===== config.mk =====
export PLATFORM = sky130hd
export DESIGN_NAME = dts_stamp_capture
export DESIGN_NICKNAME = d
export VERILOG_FILES = /design/src/rtl/dts_pkg.sv /design/src/rtl/dts_class_filter.sv /design/src/rtl/dts_word_packer.sv /design/src/rtl/dts_lane.sv /design/src/rtl/dts_stamp_capture.sv
export SDC_FILE = /design/constraint.sdc
export NUM_CORES = 1
export LEC_CHECK = 0
export BUFFER_PORTS_ARGS = -buffer_cell sky130_fd_sc_hd__buf_2
export CORE_MARGIN = 8
export CORE_UTILIZATION = 47
export DETAILED_ROUTE_END_ITERATION = 12
export PLACE_DENSITY = 0.86
export SETUP_SLACK_MARGIN = 0.4
export SKIP_LAST_GASP = 1
export SYNTH_ARGS = -nofsm -noshare
export SYNTH_HDL_FRONTEND = slang
export SYNTH_SLANG_ARGS = --single-unit

===== constraint.sdc =====
create_clock -name clk -period 1.2 [get_ports clk]
set_input_delay 0.24 -clock clk [delete_from_list [all_inputs] [get_ports clk]]
set_output_delay 0.24 -clock clk [all_outputs]
set_load 0.01 [all_outputs]

===== src/rtl/dts_pkg.sv =====
package dts_pkg;
  typedef enum logic [1:0] {
    CAP_OFF   = 2'd0,
    CAP_EVENT = 2'd1,
    CAP_PTP   = 2'd2,
    CAP_ALL   = 2'd3
  } cap_mode_e;

  typedef enum logic [1:0] {
    FR_OTHER     = 2'd0,
    FR_PTP_GEN   = 2'd1,
    FR_PTP_EVENT = 2'd2,
    FR_RSVD      = 2'd3
  } frame_class_e;

  localparam int NUM_LANES = 2;
endpackage


===== src/rtl/dts_class_filter.sv =====
module dts_class_filter
  import dts_pkg::*;
(
  input  logic [1:0] mode,
  input  logic [1:0] fclass,
  output logic       accept
);
  cap_mode_e    m;
  frame_class_e c;
  logic         is_event;
  logic         is_ptp;

  always_comb begin
    m        = cap_mode_e'(mode);
    c        = frame_class_e'(fclass);
    is_event = (c == FR_PTP_EVENT);
    is_ptp   = is_event || (c == FR_PTP_GEN);
    unique case (m)
      CAP_OFF:   accept = 1'b0;
      CAP_EVENT: accept = is_event;
      CAP_PTP:   accept = is_ptp;
      default:   accept = 1'b1;
    endcase
  end
endmodule


===== src/rtl/dts_word_packer.sv =====
module dts_word_packer #(
  parameter int NS_W     = 30,
  parameter int SEC_KEEP = 6,
  parameter int SEC_LO   = 2,
  parameter int WORD_W   = 32
) (
  input  logic [SEC_KEEP-1:0] sec_bits,
  input  logic [NS_W-1:0]     ns,
  output logic [WORD_W-1:0]   word1,
  output logic [WORD_W-1:0]   word2
);
  localparam int SEC_HI = SEC_KEEP - SEC_LO;

  always_comb begin
    word1                    = '0;
    word1[NS_W-1:0]          = ns;
    word1[NS_W +: SEC_LO]    = sec_bits[SEC_LO-1:0];
    word2                    = '0;
    word2[SEC_HI-1:0]        = sec_bits[SEC_KEEP-1:SEC_LO];
  end
endmodule


===== src/rtl/dts_lane.sv =====
module dts_lane #(
  parameter int NS_W     = 30,
  parameter int SEC_KEEP = 6,
  parameter int SEC_LO   = 2,
  parameter int WORD_W   = 32,
  parameter int FLAG_BIT = 2
) (
  input  logic                clk,
  input  logic                rst_n,
  input  logic                sof,
  input  logic [1:0]          fclass,
  input  logic [1:0]          mode,
  input  logic [SEC_KEEP-1:0] sec_bits,
  input  logic [NS_W-1:0]     ns,
  output logic                wr,
  output logic                valid,
  output logic [WORD_W-1:0]   word1,
  output logic [WORD_W-1:0]   word2,
  output logic [WORD_W-1:0]   flag
);
  localparam logic [WORD_W-1:0] FLAG_MASK = WORD_W'(1) << FLAG_BIT;

  logic              accept;
  logic [WORD_W-1:0] pk1;
  logic [WORD_W-1:0] pk2;

  dts_class_filter u_filter (
    .mode   (mode),
    .fclass (fclass),
    .accept (accept)
  );

  dts_word_packer #(
    .NS_W(NS_W), .SEC_KEEP(SEC_KEEP), .SEC_LO(SEC_LO), .WORD_W(WORD_W)
  ) u_pack (
    .sec_bits (sec_bits),
    .ns       (ns),
    .word1    (pk1),
    .word2    (pk2)
  );

  always_ff @(posedge clk or negedge rst_n) begin
    if (!rst_n) begin
      wr    <= 1'b0;
      valid <= 1'b0;
      word1 <= '0;
      word2 <= '0;
      flag  <= '0;
    end else begin
      wr <= sof && accept;
      if (sof) begin
        valid <= accept;
        flag  <= accept ? FLAG_MASK : '0;
      end
      if (sof && accept) begin
        word1 <= pk1;
        word2 <= pk2;
      end
    end
  end
endmodule


===== src/rtl/dts_stamp_capture.sv =====
module dts_stamp_capture
  import dts_pkg::*;
#(
  parameter int NS_W        = 30,
  parameter int SEC_KEEP    = 6,
  parameter int SEC_LO      = 2,
  parameter int WORD_W      = 32,
  parameter int RX_FLAG_BIT = 2,
  parameter int TX_FLAG_BIT = 23
) (
  input  logic                clk,
  input  logic                rst_n,
  input  logic [SEC_KEEP-1:0] tod_sec_lo,
  input  logic [NS_W-1:0]     tod_ns,
  input  logic [1:0]          rx_mode,
  input  logic [1:0]          tx_mode,
  input  logic                rx_sof,
  input  logic [1:0]          rx_class,
  input  logic                tx_sof,
  input  logic [1:0]          tx_class,
  output logic                rx_wr,
  output logic                rx_valid,
  output logic [WORD_W-1:0]   rx_word1,
  output logic [WORD_W-1:0]   rx_word2,
  output logic [WORD_W-1:0]   rx_flag,
  output logic                tx_wr,
  output logic                tx_valid,
  output logic [WORD_W-1:0]   tx_word1,
  output logic [WORD_W-1:0]   tx_word2,
  output logic [WORD_W-1:0]   tx_flag
);
  logic              sof_a   [NUM_LANES];
  logic [1:0]        class_a [NUM_LANES];
  logic [1:0]        mode_a  [NUM_LANES];
  logic              wr_a    [NUM_LANES];
  logic              valid_a [NUM_LANES];
  logic [WORD_W-1:0] w1_a    [NUM_LANES];
  logic [WORD_W-1:0] w2_a    [NUM_LANES];
  logic [WORD_W-1:0] flag_a  [NUM_LANES];

  assign sof_a[0]   = rx_sof;
  assign sof_a[1]   = tx_sof;
  assign class_a[0] = rx_class;
  assign class_a[1] = tx_class;
  assign mode_a[0]  = rx_mode;
  assign mode_a[1]  = tx_mode;

  for (genvar g = 0; g < NUM_LANES; g++) begin : g_lane
    localparam int LANE_FLAG = (g == 0) ? RX_FLAG_BIT : TX_FLAG_BIT;
    dts_lane #(
      .NS_W(NS_W), .SEC_KEEP(SEC_KEEP), .SEC_LO(SEC_LO),
      .WORD_W(WORD_W), .FLAG_BIT(LANE_FLAG)
    ) u_lane (
      .clk      (clk),
      .rst_n    (rst_n),
      .sof      (sof_a[g]),
      .fclass   (class_a[g]),
      .mode     (mode_a[g]),
      .sec_bits (tod_sec_lo),
      .ns       (tod_ns),
      .wr       (wr_a[g]),
      .valid    (valid_a[g]),
      .word1    (w1_a[g]),
      .word2    (w2_a[g]),
      .flag     (flag_a[g])
    );
  end

  assign rx_wr    = wr_a[0];
  assign rx_valid = valid_a[0];
  assign rx_word1 = w1_a[0];
  assign rx_word2 = w2_a[0];
  assign rx_flag  = flag_a[0];
  assign tx_wr    = wr_a[1];
  assign tx_valid = valid_a[1];
  assign tx_word1 = w1_a[1];
  assign tx_word2 = w2_a[1];
  assign tx_flag  = flag_a[1];
endmodule


==> run metrics <==
count of vias placed by the detailed router approximately 2.5k; final worst-path setup slack -51.54 ps; post-detailed-route wirelength per cell ~19 um; average cell area after synthesis around 14 sq um; Max Clock Skew 0 ps; overall power after layout about 8.7 mW; number of cells on the worst hold path 2; most common cell after layout, fill and taps aside conb_1; Final Max Slew Viols 0; length in cells of the worst reg-to-reg path 3; Total Neg Setup Slack -1074 ps; placed wire-length estimate after detailed placement between 7000 and 8000 um; Data arrival, critical path ~1500 ps; maximum achievable frequency 799.0 MHz; endpoint kind of the worst setup timing path flop; class of the tightest hold or removal check in2reg; aggregate global-route resource usage ~16%; failing checks negative setup slack; portion of the post-synthesis area used by sequential elements a little under half; drt drc 0; RR Endpoint g_lane[1].u_lane.word1[7]; first-pass GRT wire length roughly 14000 um; die width 108.2 um; initial core utilization slightly below 50%; type of element launching the critical path input pin; time the final worst path needs with I/O delays and setup roughly 1300 ps; final-report setup violation count 50; Final Hold Violating Endpoints 0; number of design-rule violations left by the first detailed-router iteration 67; number of vias per cell 4.168; buffers from clock root to sink, at most 2; critical path's slowest cell mux2_4; area growth from synthesis to final layout 39.30%; number of core rows 33; yosys warns 0; largest net degree at the start of global routing 77; die area about 0.012 sq mm; post-route antenna net violation count 0; core occupancy in the finished layout 67.69%; Cells after Synth around 290; worst supply voltage drop on vdd approximately 840 uV; origin of the critical flop-to-flop path g_lane[1].u_lane.word1[7]; Root Driver clkbuf_8; clock transition time at the flip-flop clock pins of the worst setup and hold paths ~90 ps; total iterations of the first detailed-routing run 4; sequential cell area in the final layout approximately 0.0019 sq mm; flop and latch count out of synthesis 76; leak pwr 3.000 nW; R2R Setup Slk 150 ps; maximum capacitance violations 0; Total Wirelength 11110 um; via count of the first global-routing pass 2748; H-Tree Level Count 3; final period utilization 104.3%; cells along the critical path buf_6, ha_4, nor2b_4, o21ai_4, buf_12, clkbuf_16, mux2_4; worst path bufs/invs 3; critical setup path kind in2reg; Worst Setup SP rx_class[1]; kind of cell with the highest combined delay on the critical path buffers and inverters; Skew-Pair Late Insertion Delay ~340 ps; peak fanout along the critical path 7; number of CTS-inserted buffers 9; fillers around 610; ratio of cells with drive above 1 in the final layout 58.99%; status complete, but fails checks; Hold Crit Start tod_ns[3]; Final Wtd Congestion approximately 0.75; combined area of the multi-input logic cells about 0.0017 sq mm; number of diodes added for antenna fixing 0; Port Buf Inserts ~130; CTS sink cnt 76; I/O pins 244; fin nets 540; RSZ-0062 raised after global routing true; worst min-delay path endpoint g_lane[0].u_lane.word1[3]; data required time at the worst endpoint approximately 1400 ps; cell area power density ~1600 mW/mm^2; commonest cells after routing, fill and taps aside conb_1, buf_2, dfrtp_1, mux2_4, buf_4; CTS tree yes; remaining global-route overflow 0; Yosys cell types 14; Core Area 0.008217 sq mm; initial antenna violation count 0; peak per-stage delay on the critical path around 300 ps; Setup WS pre-CTS -434.3 ps; area of the mapped netlist about 0.0040 sq mm; Die Y 108.2 um
cells in the mapped netlist:
library cell    n  area (sq um)
conb_1          1         3.750
nor2b_2         2         17.52
inv_1           4         15.01
dfrtp_1        76          1902
mux2_2         32         360.4
nand3_1         2         10.01
buf_6           2         22.52
buf_4         122         915.9
o21ai_2         2         17.52
ha_1            2         25.02
a21o_1          2         15.01
mux2_4         40         600.6
nand2_1         2         7.510
buf_12          4         80.08
per-layer routing:
layer / vias up / share of wire [%] / global-route usage (%)
met1: 1247 / 37 / 16.99
met2: 134 / 53 / 28.33
li1: 1116 / - / -
met5: - / 0 / 0
met3: 4 / 9.5 / 6.068
met4: 0 / 0.45 / 5.352
cell type report:
type | instances | share of cell area (%)
clock buffers | 9 | 2.227
clock inverters | 7 | 1.777
inverters | 4 | 0.4499
multi-input cells | 202 | 29.83
flip-flops and latches | 76 | 34.20
well taps | 105 | 2.362
repair buffers | 197 | 29.16
power by group:
group / switching (mW) / internal [mW] / total [mW] / leakage, nW
Combinational: 1.24 / 1.86 / 3.10 / 1.99
Clock: 1.00 / 1.18 / 2.18 / 0.110
Sequential: 0.326 / 3.06 / 3.38 / 0.897
flip-flops by register name (all words and copies together), names as in the netlist:
signal               count
g_lane.u_lane.word1     64
g_lane.u_lane.word2      8
g_lane.u_lane.wr         2
g_lane.u_lane.flag       1
g_lane.u_lane.valid      1
kinds of logic (layout without fill, tap and decap cells):
logic type / Yosys count / count (layout) / share of synthesized area (%)
DFF: 76 / 76 / 47.63
other: 1 / 118 / 0.09392
muxes: 72 / 72 / 24.07
buffers and inverters: 132 / 217 / 25.89
AOI/OAI and AO/OA: 4 / 4 / 0.8148
and+or+nand+nor: 6 / 6 / 0.8776
adders and majority gates: 2 / 2 / 0.6267
through the flow:
step           hold slack [ps]  instance area, sq um  cells
6_report                 126.2                  5562    600
5_1_grt                  110.2                  5562    600
4_1_cts                  106.7                  5002    571
3_5_place_dp             292.3                  4340    518
3_3_place_gp             284.4                  4340    518
2_1_floorplan           -55.59                  4477    410
repair_timing:
item                                   CTS  global route
pin swaps                                0             1
cloned                                   3             5
buffers inserted                        33            24
resized for setup                       20            57
setup endpoints to repair              154           219
endpoints found under the hold margin   76             0
hold buffers                             1             0
worst max path at each step:
stage / end / cells past startpoint
finish: g_lane[0].u_lane.word1[25] / 7
global route: g_lane[0].u_lane.word1[25] / 7
CTS: g_lane[0].u_lane.word1[20] / 8
detailed placement: g_lane[1].u_lane.word1[2] / 7
global placement: g_lane[1].u_lane.word2[3] / 7
floorplan: g_lane[0].u_lane.word1[0] / 6
(Power assumes the default switching activity.)
